`src/rtl/rf_pkg.sv`:
```
package rf_pkg;

  // Which writer supplies a register's next value.
  typedef enum logic [1:0] {
    SRC_DATA   = 2'd0,
    SRC_BYTE   = 2'd1,
    SRC_PTR_LO = 2'd2,
    SRC_PTR_HI = 2'd3
  } srcSel_t;

  // Per-register strobe handed from control to datapath.
  typedef struct packed {
    logic    we;
    srcSel_t src;
  } regStrobe_t;

endpackage

```
`src/rtl/rf_ctrl.sv`:
```
module rf_ctrl
  import rf_pkg::*;
#(
  parameter int NUM_REGS    = 32,
  parameter int NUM_PTRS    = 3,
  parameter int PTR_BASE    = 26,
  parameter int DATA_ADDR_W = 16,
  localparam int ADDR_W     = $clog2(NUM_REGS),
  localparam int PTR_SEL_W  = $clog2(NUM_PTRS + 1)
) (
  input  logic                   wrEn,
  input  logic [ADDR_W-1:0]      wrAddr,
  input  logic                   ptrWrEn,
  input  logic [PTR_SEL_W-1:0]   ptrWrSel,
  input  logic [DATA_ADDR_W-1:0] dataAddr,
  input  logic                   dataWrEn,
  output logic                   dataHit,
  output regStrobe_t [NUM_REGS-1:0] strobes
);

  logic ptrWrValid;

  assign dataHit    = dataAddr < DATA_ADDR_W'(NUM_REGS);
  assign ptrWrValid = ptrWrEn && (ptrWrSel < PTR_SEL_W'(NUM_PTRS));

  for (genvar i = 0; i < NUM_REGS; i++) begin : g_reg
    logic byteHit;
    logic dataWrHit;
    logic ptrHit;
    logic ptrIsHigh;

    assign byteHit   = wrEn && (wrAddr == ADDR_W'(i));
    assign dataWrHit = dataWrEn && dataHit && (dataAddr[ADDR_W-1:0] == ADDR_W'(i));

    if (i >= PTR_BASE && i < PTR_BASE + 2 * NUM_PTRS) begin : g_pair
      localparam int PAIR_IDX = (i - PTR_BASE) / 2;
      assign ptrHit    = ptrWrValid && (ptrWrSel == PTR_SEL_W'(PAIR_IDX));
      assign ptrIsHigh = ((i - PTR_BASE) % 2) == 1;
    end else begin : g_plain
      assign ptrHit    = 1'b0;
      assign ptrIsHigh = 1'b0;
    end

    // Fixed priority: pointer, then 8-bit result, then data-space store.
    always_comb begin
      strobes[i].we  = ptrHit || byteHit || dataWrHit;
      if (ptrHit)       strobes[i].src = ptrIsHigh ? SRC_PTR_HI : SRC_PTR_LO;
      else if (byteHit) strobes[i].src = SRC_BYTE;
      else              strobes[i].src = SRC_DATA;
    end
  end

endmodule

```
`src/rtl/rf_datapath.sv`:
```
module rf_datapath
  import rf_pkg::*;
#(
  parameter int NUM_REGS    = 32,
  parameter int DATA_W      = 8,
  parameter int NUM_PTRS    = 3,
  parameter int PTR_BASE    = 26,
  parameter int DATA_ADDR_W = 16,
  localparam int ADDR_W     = $clog2(NUM_REGS),
  localparam int PTR_SEL_W  = $clog2(NUM_PTRS + 1),
  localparam int PTR_W      = 2 * DATA_W
) (
  input  logic                   clk,
  input  logic                   rstN,
  input  regStrobe_t [NUM_REGS-1:0] strobes,
  input  logic [DATA_W-1:0]      wrData,
  input  logic [PTR_W-1:0]       ptrWrData,
  input  logic [DATA_W-1:0]      dataWrData,
  input  logic [ADDR_W-1:0]      rdAddrA,
  input  logic [ADDR_W-1:0]      rdAddrB,
  input  logic [PTR_SEL_W-1:0]   ptrRdSel,
  input  logic [DATA_ADDR_W-1:0] dataAddr,
  input  logic                   dataHit,
  output logic [DATA_W-1:0]      rdDataA,
  output logic [DATA_W-1:0]      rdDataB,
  output logic [PTR_W-1:0]       ptrRdData,
  output logic [PTR_W-1:0]       zPtr,
  output logic [DATA_W-1:0]      dataRdData
);

  logic [DATA_W-1:0] regs [NUM_REGS];
  logic [PTR_W-1:0]  ptrVal [NUM_PTRS];

  for (genvar i = 0; i < NUM_REGS; i++) begin : g_store
    logic [DATA_W-1:0] nextVal;

    always_comb begin
      unique case (strobes[i].src)
        SRC_PTR_LO: nextVal = ptrWrData[DATA_W-1:0];
        SRC_PTR_HI: nextVal = ptrWrData[PTR_W-1:DATA_W];
        SRC_BYTE:   nextVal = wrData;
        default:    nextVal = dataWrData;
      endcase
    end

    always_ff @(posedge clk or negedge rstN) begin
      if (!rstN)              regs[i] <= '0;
      else if (strobes[i].we) regs[i] <= nextVal;
    end
  end

  for (genvar p = 0; p < NUM_PTRS; p++) begin : g_ptr
    assign ptrVal[p] = {regs[PTR_BASE + 2 * p + 1], regs[PTR_BASE + 2 * p]};
  end

  // Operand reads are straight from storage: no same-cycle bypass.
  assign rdDataA = regs[rdAddrA];
  assign rdDataB = regs[rdAddrB];

  always_comb begin
    ptrRdData = '0;
    for (int p = 0; p < NUM_PTRS; p++) begin
      if (ptrRdSel == PTR_SEL_W'(p)) ptrRdData = ptrVal[p];
    end
  end

  assign zPtr       = ptrVal[NUM_PTRS-1];
  assign dataRdData = dataHit ? regs[dataAddr[ADDR_W-1:0]] : '0;

endmodule

```
`src/rtl/rf_pointer_file.sv`:
```
module rf_pointer_file
  import rf_pkg::*;
#(
  parameter int NUM_REGS    = 32,
  parameter int DATA_W      = 8,
  parameter int NUM_PTRS    = 3,
  parameter int PTR_BASE    = 26,
  parameter int DATA_ADDR_W = 16,
  localparam int ADDR_W     = $clog2(NUM_REGS),
  localparam int PTR_SEL_W  = $clog2(NUM_PTRS + 1),
  localparam int PTR_W      = 2 * DATA_W
) (
  input  logic                   clk,
  input  logic                   rstN,
  input  logic [ADDR_W-1:0]      rdAddrA,
  output logic [DATA_W-1:0]      rdDataA,
  input  logic [ADDR_W-1:0]      rdAddrB,
  output logic [DATA_W-1:0]      rdDataB,
  input  logic                   wrEn,
  input  logic [ADDR_W-1:0]      wrAddr,
  input  logic [DATA_W-1:0]      wrData,
  input  logic                   ptrWrEn,
  input  logic [PTR_SEL_W-1:0]   ptrWrSel,
  input  logic [PTR_W-1:0]       ptrWrData,
  input  logic [PTR_SEL_W-1:0]   ptrRdSel,
  output logic [PTR_W-1:0]       ptrRdData,
  output logic [PTR_W-1:0]       zPtr,
  input  logic [DATA_ADDR_W-1:0] dataAddr,
  input  logic                   dataWrEn,
  input  logic [DATA_W-1:0]      dataWrData,
  output logic [DATA_W-1:0]      dataRdData,
  output logic                   dataHit
);

  regStrobe_t [NUM_REGS-1:0] strobes;

  rf_ctrl #(
    .NUM_REGS(NUM_REGS), .NUM_PTRS(NUM_PTRS),
    .PTR_BASE(PTR_BASE), .DATA_ADDR_W(DATA_ADDR_W)
  ) u_ctrl (
    .wrEn(wrEn), .wrAddr(wrAddr),
    .ptrWrEn(ptrWrEn), .ptrWrSel(ptrWrSel),
    .dataAddr(dataAddr), .dataWrEn(dataWrEn),
    .dataHit(dataHit), .strobes(strobes)
  );

  rf_datapath #(
    .NUM_REGS(NUM_REGS), .DATA_W(DATA_W), .NUM_PTRS(NUM_PTRS),
    .PTR_BASE(PTR_BASE), .DATA_ADDR_W(DATA_ADDR_W)
  ) u_dp (
    .clk(clk), .rstN(rstN), .strobes(strobes),
    .wrData(wrData), .ptrWrData(ptrWrData), .dataWrData(dataWrData),
    .rdAddrA(rdAddrA), .rdAddrB(rdAddrB), .ptrRdSel(ptrRdSel),
    .dataAddr(dataAddr), .dataHit(dataHit),
    .rdDataA(rdDataA), .rdDataB(rdDataB), .ptrRdData(ptrRdData),
    .zPtr(zPtr), .dataRdData(dataRdData)
  );

endmodule

```
`config.mk`:
```
export PLATFORM = sky130hd
export DESIGN_NAME = rf_pointer_file
export DESIGN_NICKNAME = d
export VERILOG_FILES = /design/src/rtl/rf_pkg.sv /design/src/rtl/rf_ctrl.sv /design/src/rtl/rf_datapath.sv /design/src/rtl/rf_pointer_file.sv
export SDC_FILE = /design/constraint.sdc
export NUM_CORES = 1
export LEC_CHECK = 0
export BUFFER_PORTS_ARGS = -buffer_cell sky130_fd_sc_hd__buf_4
export CAP_MARGIN = 20
export CORE_ASPECT_RATIO = 1.1
export CORE_UTILIZATION = 55
export CTS_CLUSTER_SIZE = 14
export DETAILED_ROUTE_END_ITERATION = 8
export PLACE_DENSITY = 0.84
export SYNTH_ARGS = -nofsm -noshare
export SYNTH_HDL_FRONTEND = slang
export SYNTH_HIERARCHICAL = 1
export SYNTH_SLANG_ARGS = --single-unit
```
`constraint.sdc`:
```
create_clock -name clk -period 1.95 [get_ports clk]
set_input_delay 0.0975 -clock clk [delete_from_list [all_inputs] [get_ports clk]]
set_output_delay 0.0975 -clock clk [all_outputs]
set_load 0.01 [all_outputs]
```
==> impl_table.tex <==
\begin{tabular}{lr}
\hline
Metric & Value \\
\hline
\multicolumn{2}{l}{\textbf{Place}} \\
Instance area at placement & 26300 sq um \\
HPWL after detailed placement & between 60000 and 70000 um \\
Gpl congestion & between 1 and 1.5 \\
Buffers added on ports & approximately 130 \\
\multicolumn{2}{l}{\textbf{Power}} \\
Static Leakage & between 0.01 and 0.015 uW \\
Power Density & 834 nW/um\^{}2 \\
Worst ir drop on vdd & 0.000756 V \\
\multicolumn{2}{l}{\textbf{Worst setup path}} \\
CP Cell Sequence & mux4\_2 -> mux4\_2 -> mux2\_4 -> buf\_6 \\
Worst path arrival time & around 2.6 ns \\
Crit path kind & reg2out \\
Required time at the endpoint of the critical path & approximately 1.9 ns \\
Largest driver fanout on the critical path & 4 \\
Delay of the slowest critical-path stage & about 0.62 ns \\
Nature of the critical path endpoint & output port \\
Kind of start point of the critical path & register \\
Most used cell, CP & sky130\_fd\_sc\_hd\_\_mux4\_2 \\
Slowest stage cell on the critical path & sky130\_fd\_sc\_hd\_\_mux4\_2 \\
\multicolumn{2}{l}{\textbf{GRT}} \\
Maximum number of pins on one net before global-route repair & 67 \\
GR Overflow Total & 0 \\
Antenna violations before repair & 3 \\
First-pass GRT wire length & about 140000 um \\
Vias in the first global route & between 15000 and 20000 \\
Global-route usage over all layers & 0.443 \\
\multicolumn{2}{l}{\textbf{Timing}} \\
Count of endpoints failing setup in the final report & 25 \\
Number of max-slew violations in the final report & 0 \\
Highest clock frequency the design can meet & 373 MHz \\
Minimum clock period after layout & between 2 and 3 ns \\
Hold Violations, Final & 0 \\
Post-Route Skew & 0 ns \\
Slew at the pin closest to its max-slew limit & approximately 1.1 ns \\
Unrepaired setup endpoints after global routing & true \\
Fin Hold WS & 0.0652 ns \\
Portion of the clock cycle consumed by the worst path in the final layout & 1.38 \\
Worst setup margin & -0.734 ns \\
Relative slew margins & 0.297 \\
\multicolumn{2}{l}{\textbf{Detailed routing}} \\
Drc violations & 0 \\
Detailed Route WL & between 90000 and 100000 um \\
Via total after detailed routing & 19400 \\
Iter 0 DRT Violations & $\sim$3600 \\
Routed wire length per instance & $\sim$40 um \\
Router iterations before antenna repair & 7 \\
Vias/cell & about 8.4 \\
Count of nets left with antenna violations after detail routing & 0 \\
\multicolumn{2}{l}{\textbf{Min path}} \\
Tightest Hold Check Type & in2async \\
\multicolumn{2}{l}{\textbf{Synthesis}} \\
Largest area contributor in the netlist & sky130\_fd\_sc\_hd\_\_mux4\_2 \\
Count of distinct cell types in the synthesized netlist & 40 \\
Yosys warnings & 6 \\
Syn Inst Count & 1574 \\
Avg Inst Size Synth & 14.9 sq um \\
Flip-flop and latch count after synthesis & between 200 and 300 \\
Portion of the post-synthesis area used by sequential elements & 0.273 \\
Fraction of synthesized cell area taken by the top area cell type & 0.461 \\
Post-synthesis instance area & around 23000 sq um \\
Synth top area cells & sky130\_fd\_sc\_hd\_\_mux4\_2 46\%, sky130\_fd\_sc\_hd\_\_dfrtp\_1 27\%, sky130\_fd\_sc\_hd\_\_mux2\_2 14\% \\
\multicolumn{2}{l}{\textbf{Outcome}} \\
Run status & complete, but fails checks \\
Violated checks & negative setup slack \\
\multicolumn{2}{l}{\textbf{Final layout}} \\
Area delta synth->final & 19.4\% \\
Most common library cell in the layout ignoring fill and taps & sky130\_fd\_sc\_hd\_\_mux4\_2 \\
Fraction of final layout cells with drive strength greater than 1 & 0.765 \\
Commonest cells after routing, fill and taps aside & 480 x sky130\_fd\_sc\_hd\_\_mux4\_2, 368 x sky130\_fd\_sc\_hd\_\_buf\_4, 264 x sky130\_fd\_sc\_hd\_\_mux2\_2, 220 x sky130\_fd\_sc\_hd\_\_dfrtp\_1, 45 x sky130\_fd\_sc\_hd\_\_buf\_6 \\
Nets & approximately 1800 \\
Number of fill cells in the layout & between 2000 and 3000 \\
Final instance area & 28000 sq um \\
\multicolumn{2}{l}{\textbf{CTS}} \\
Cts bufs inserted & 29 \\
Deepest level of the CTS H-tree & 1 \\
Maximum count of clock buffers along a single path & 3 \\
Clk\_lat worst skew & around 0.6 ns \\
Total number of clock tree sinks & between 200 and 300 \\
Clock-pin slew reported for the worst setup and hold paths after clock tree synthesis & about 0.06 ns \\
CTS tree & yes \\
Clock Tree Root & sky130\_fd\_sc\_hd\_\_clkbuf\_16 \\
\multicolumn{2}{l}{\textbf{Floorplan}} \\
Die footprint & 43500 sq um \\
Boundary pin count & about 130 \\
Die height & between 200 and 250 um \\
Effective utilization at floorplan & 0.556 \\
Die Width & between 150 and 200 um \\
Core ar. & about 42000 sq um \\
Core Rows & 79 \\
\multicolumn{2}{l}{\textbf{Flow run}} \\
Max Cap Viol & 0 \\
\hline
\end{tabular}
## worst paths after layout
path	from	endpoint	slack (ns)	cells after the start
max	u_dp/regs[80]	rdDataB[0]	-0.73	4
min	rstN	u_dp/regs[252]	0.07	2
max reg2reg	u_dp/zPtr[12]	u_dp/zPtr[12]	0.74	4
min reg2reg	u_dp/regs[219]	u_dp/regs[219]	0.56	1
max in group asynchronous	rstN	u_dp/regs[85]	1.14	3
min in group clk	wrAddr[0]	u_dp/zPtr[13]	0.20	4
## critical path: cells and delay by family (launching register included)
| kind | cells | cell delay, ns |
|---|---|---|
| buffers and inverters | 1 | 0.12 |
| DFF | 1 | 0.46 |
| muxes | 3 | 1.41 |
## cell families (layout without fill, tap and decap cells)
family / Yosys count / count (layout) / share of synthesized area
flip-flops: 256 / 256 / 0.273
AO/OA/AOI/OAI: 78 / 78 / 0.0221
multiplexers: 792 / 792 / 0.609
AND/OR/NAND/NOR: 106 / 106 / 0.0250
other: 1 / 27 / 0.000160
buffers and inverters: 341 / 500 / 0.0704
## state kept, by name, indices dropped and copies added (netlist names)
signal and flops:
u_dp/zPtr 16, u_dp/ptrVal 32, u_dp/regs 208
## power by group
| group | internal [uW] | total (uW) | leakage [uW] | switching [uW] |
|---|---|---|---|---|
| clock network | 3740 | 6220 | 0.000519 | 2480 |
| registers | 6500 | 8260 | 0.00318 | 1760 |
| logic | 5160 | 8900 | 0.00721 | 3740 |
| total | 15400 | 23400 | 0.0109 | 7980 |
## cells in the mapped netlist (all sizes together)
cell,count
nor4b,1
nor3b,2
nand2b,7
conb,1
mux4,480
o21ai,19
nand2,28
nor4,4
nand3,2
clkbuf,182
and3b,4
a21o,1
buf,159
a21oi,2
o21bai,6
mux2i,21
a31o,1
nor2,24
a22oi,8
o21ba,1
dfrtp,256
nor3,8
o221ai,8
nand4b,2
nand4,8
mux2,291
o32ai,5
nor2b,6
o22ai,19
or2,7
and4,1
and2,1
a31oi,8
and3,1
## per-stage QoR
step / setup TNS (ns) / total power [uW] / utilization / setup WS, ns / instances
floorplan: 0 / 12400 / - / 0.00429 / 1599
global placement: -13.28 / 15600 / 0.624 / -0.199 / 2263
detailed placement: -16.57 / 16000 / 0.624 / -0.199 / 2263
CTS: -14.45 / 22600 / 0.660 / -0.674 / 2322
global route: -15.09 / 23700 / 0.664 / -0.737 / 2326
finish: -15.43 / 23400 / 0.664 / -0.734 / 2326
## routing by layer
metal | track usage | up-vias | part of all wire
li1 | - | 6708 | -
met1 | 0.565 | 9709 | 0.31
met2 | 0.621 | 2453 | 0.42
met3 | 0.204 | 552 | 0.19
met4 | 0.257 | 2 | 0.076
met5 | 0 | - | 0.00014
## repair_timing
item	CTS	global route
hold buffers	1	0
endpoints found under the hold margin	227	0
resized for setup	106	43
buffers inserted	13	8
setup endpoints to repair	24	27
pin swaps	13	8
## area by class of cell
type	instances	area [sq um]	share of cell area
antenna	1	2.50	0.0000893
clock buffer	41	871	0.0311
clock inverter	10	181	0.00648
multi-input combinational	1002	15800	0.565
sequential	256	6450	0.230
tap	567	709	0.0253
timing repair buffer	449	3970	0.142
(Power assumes the default switching activity.)
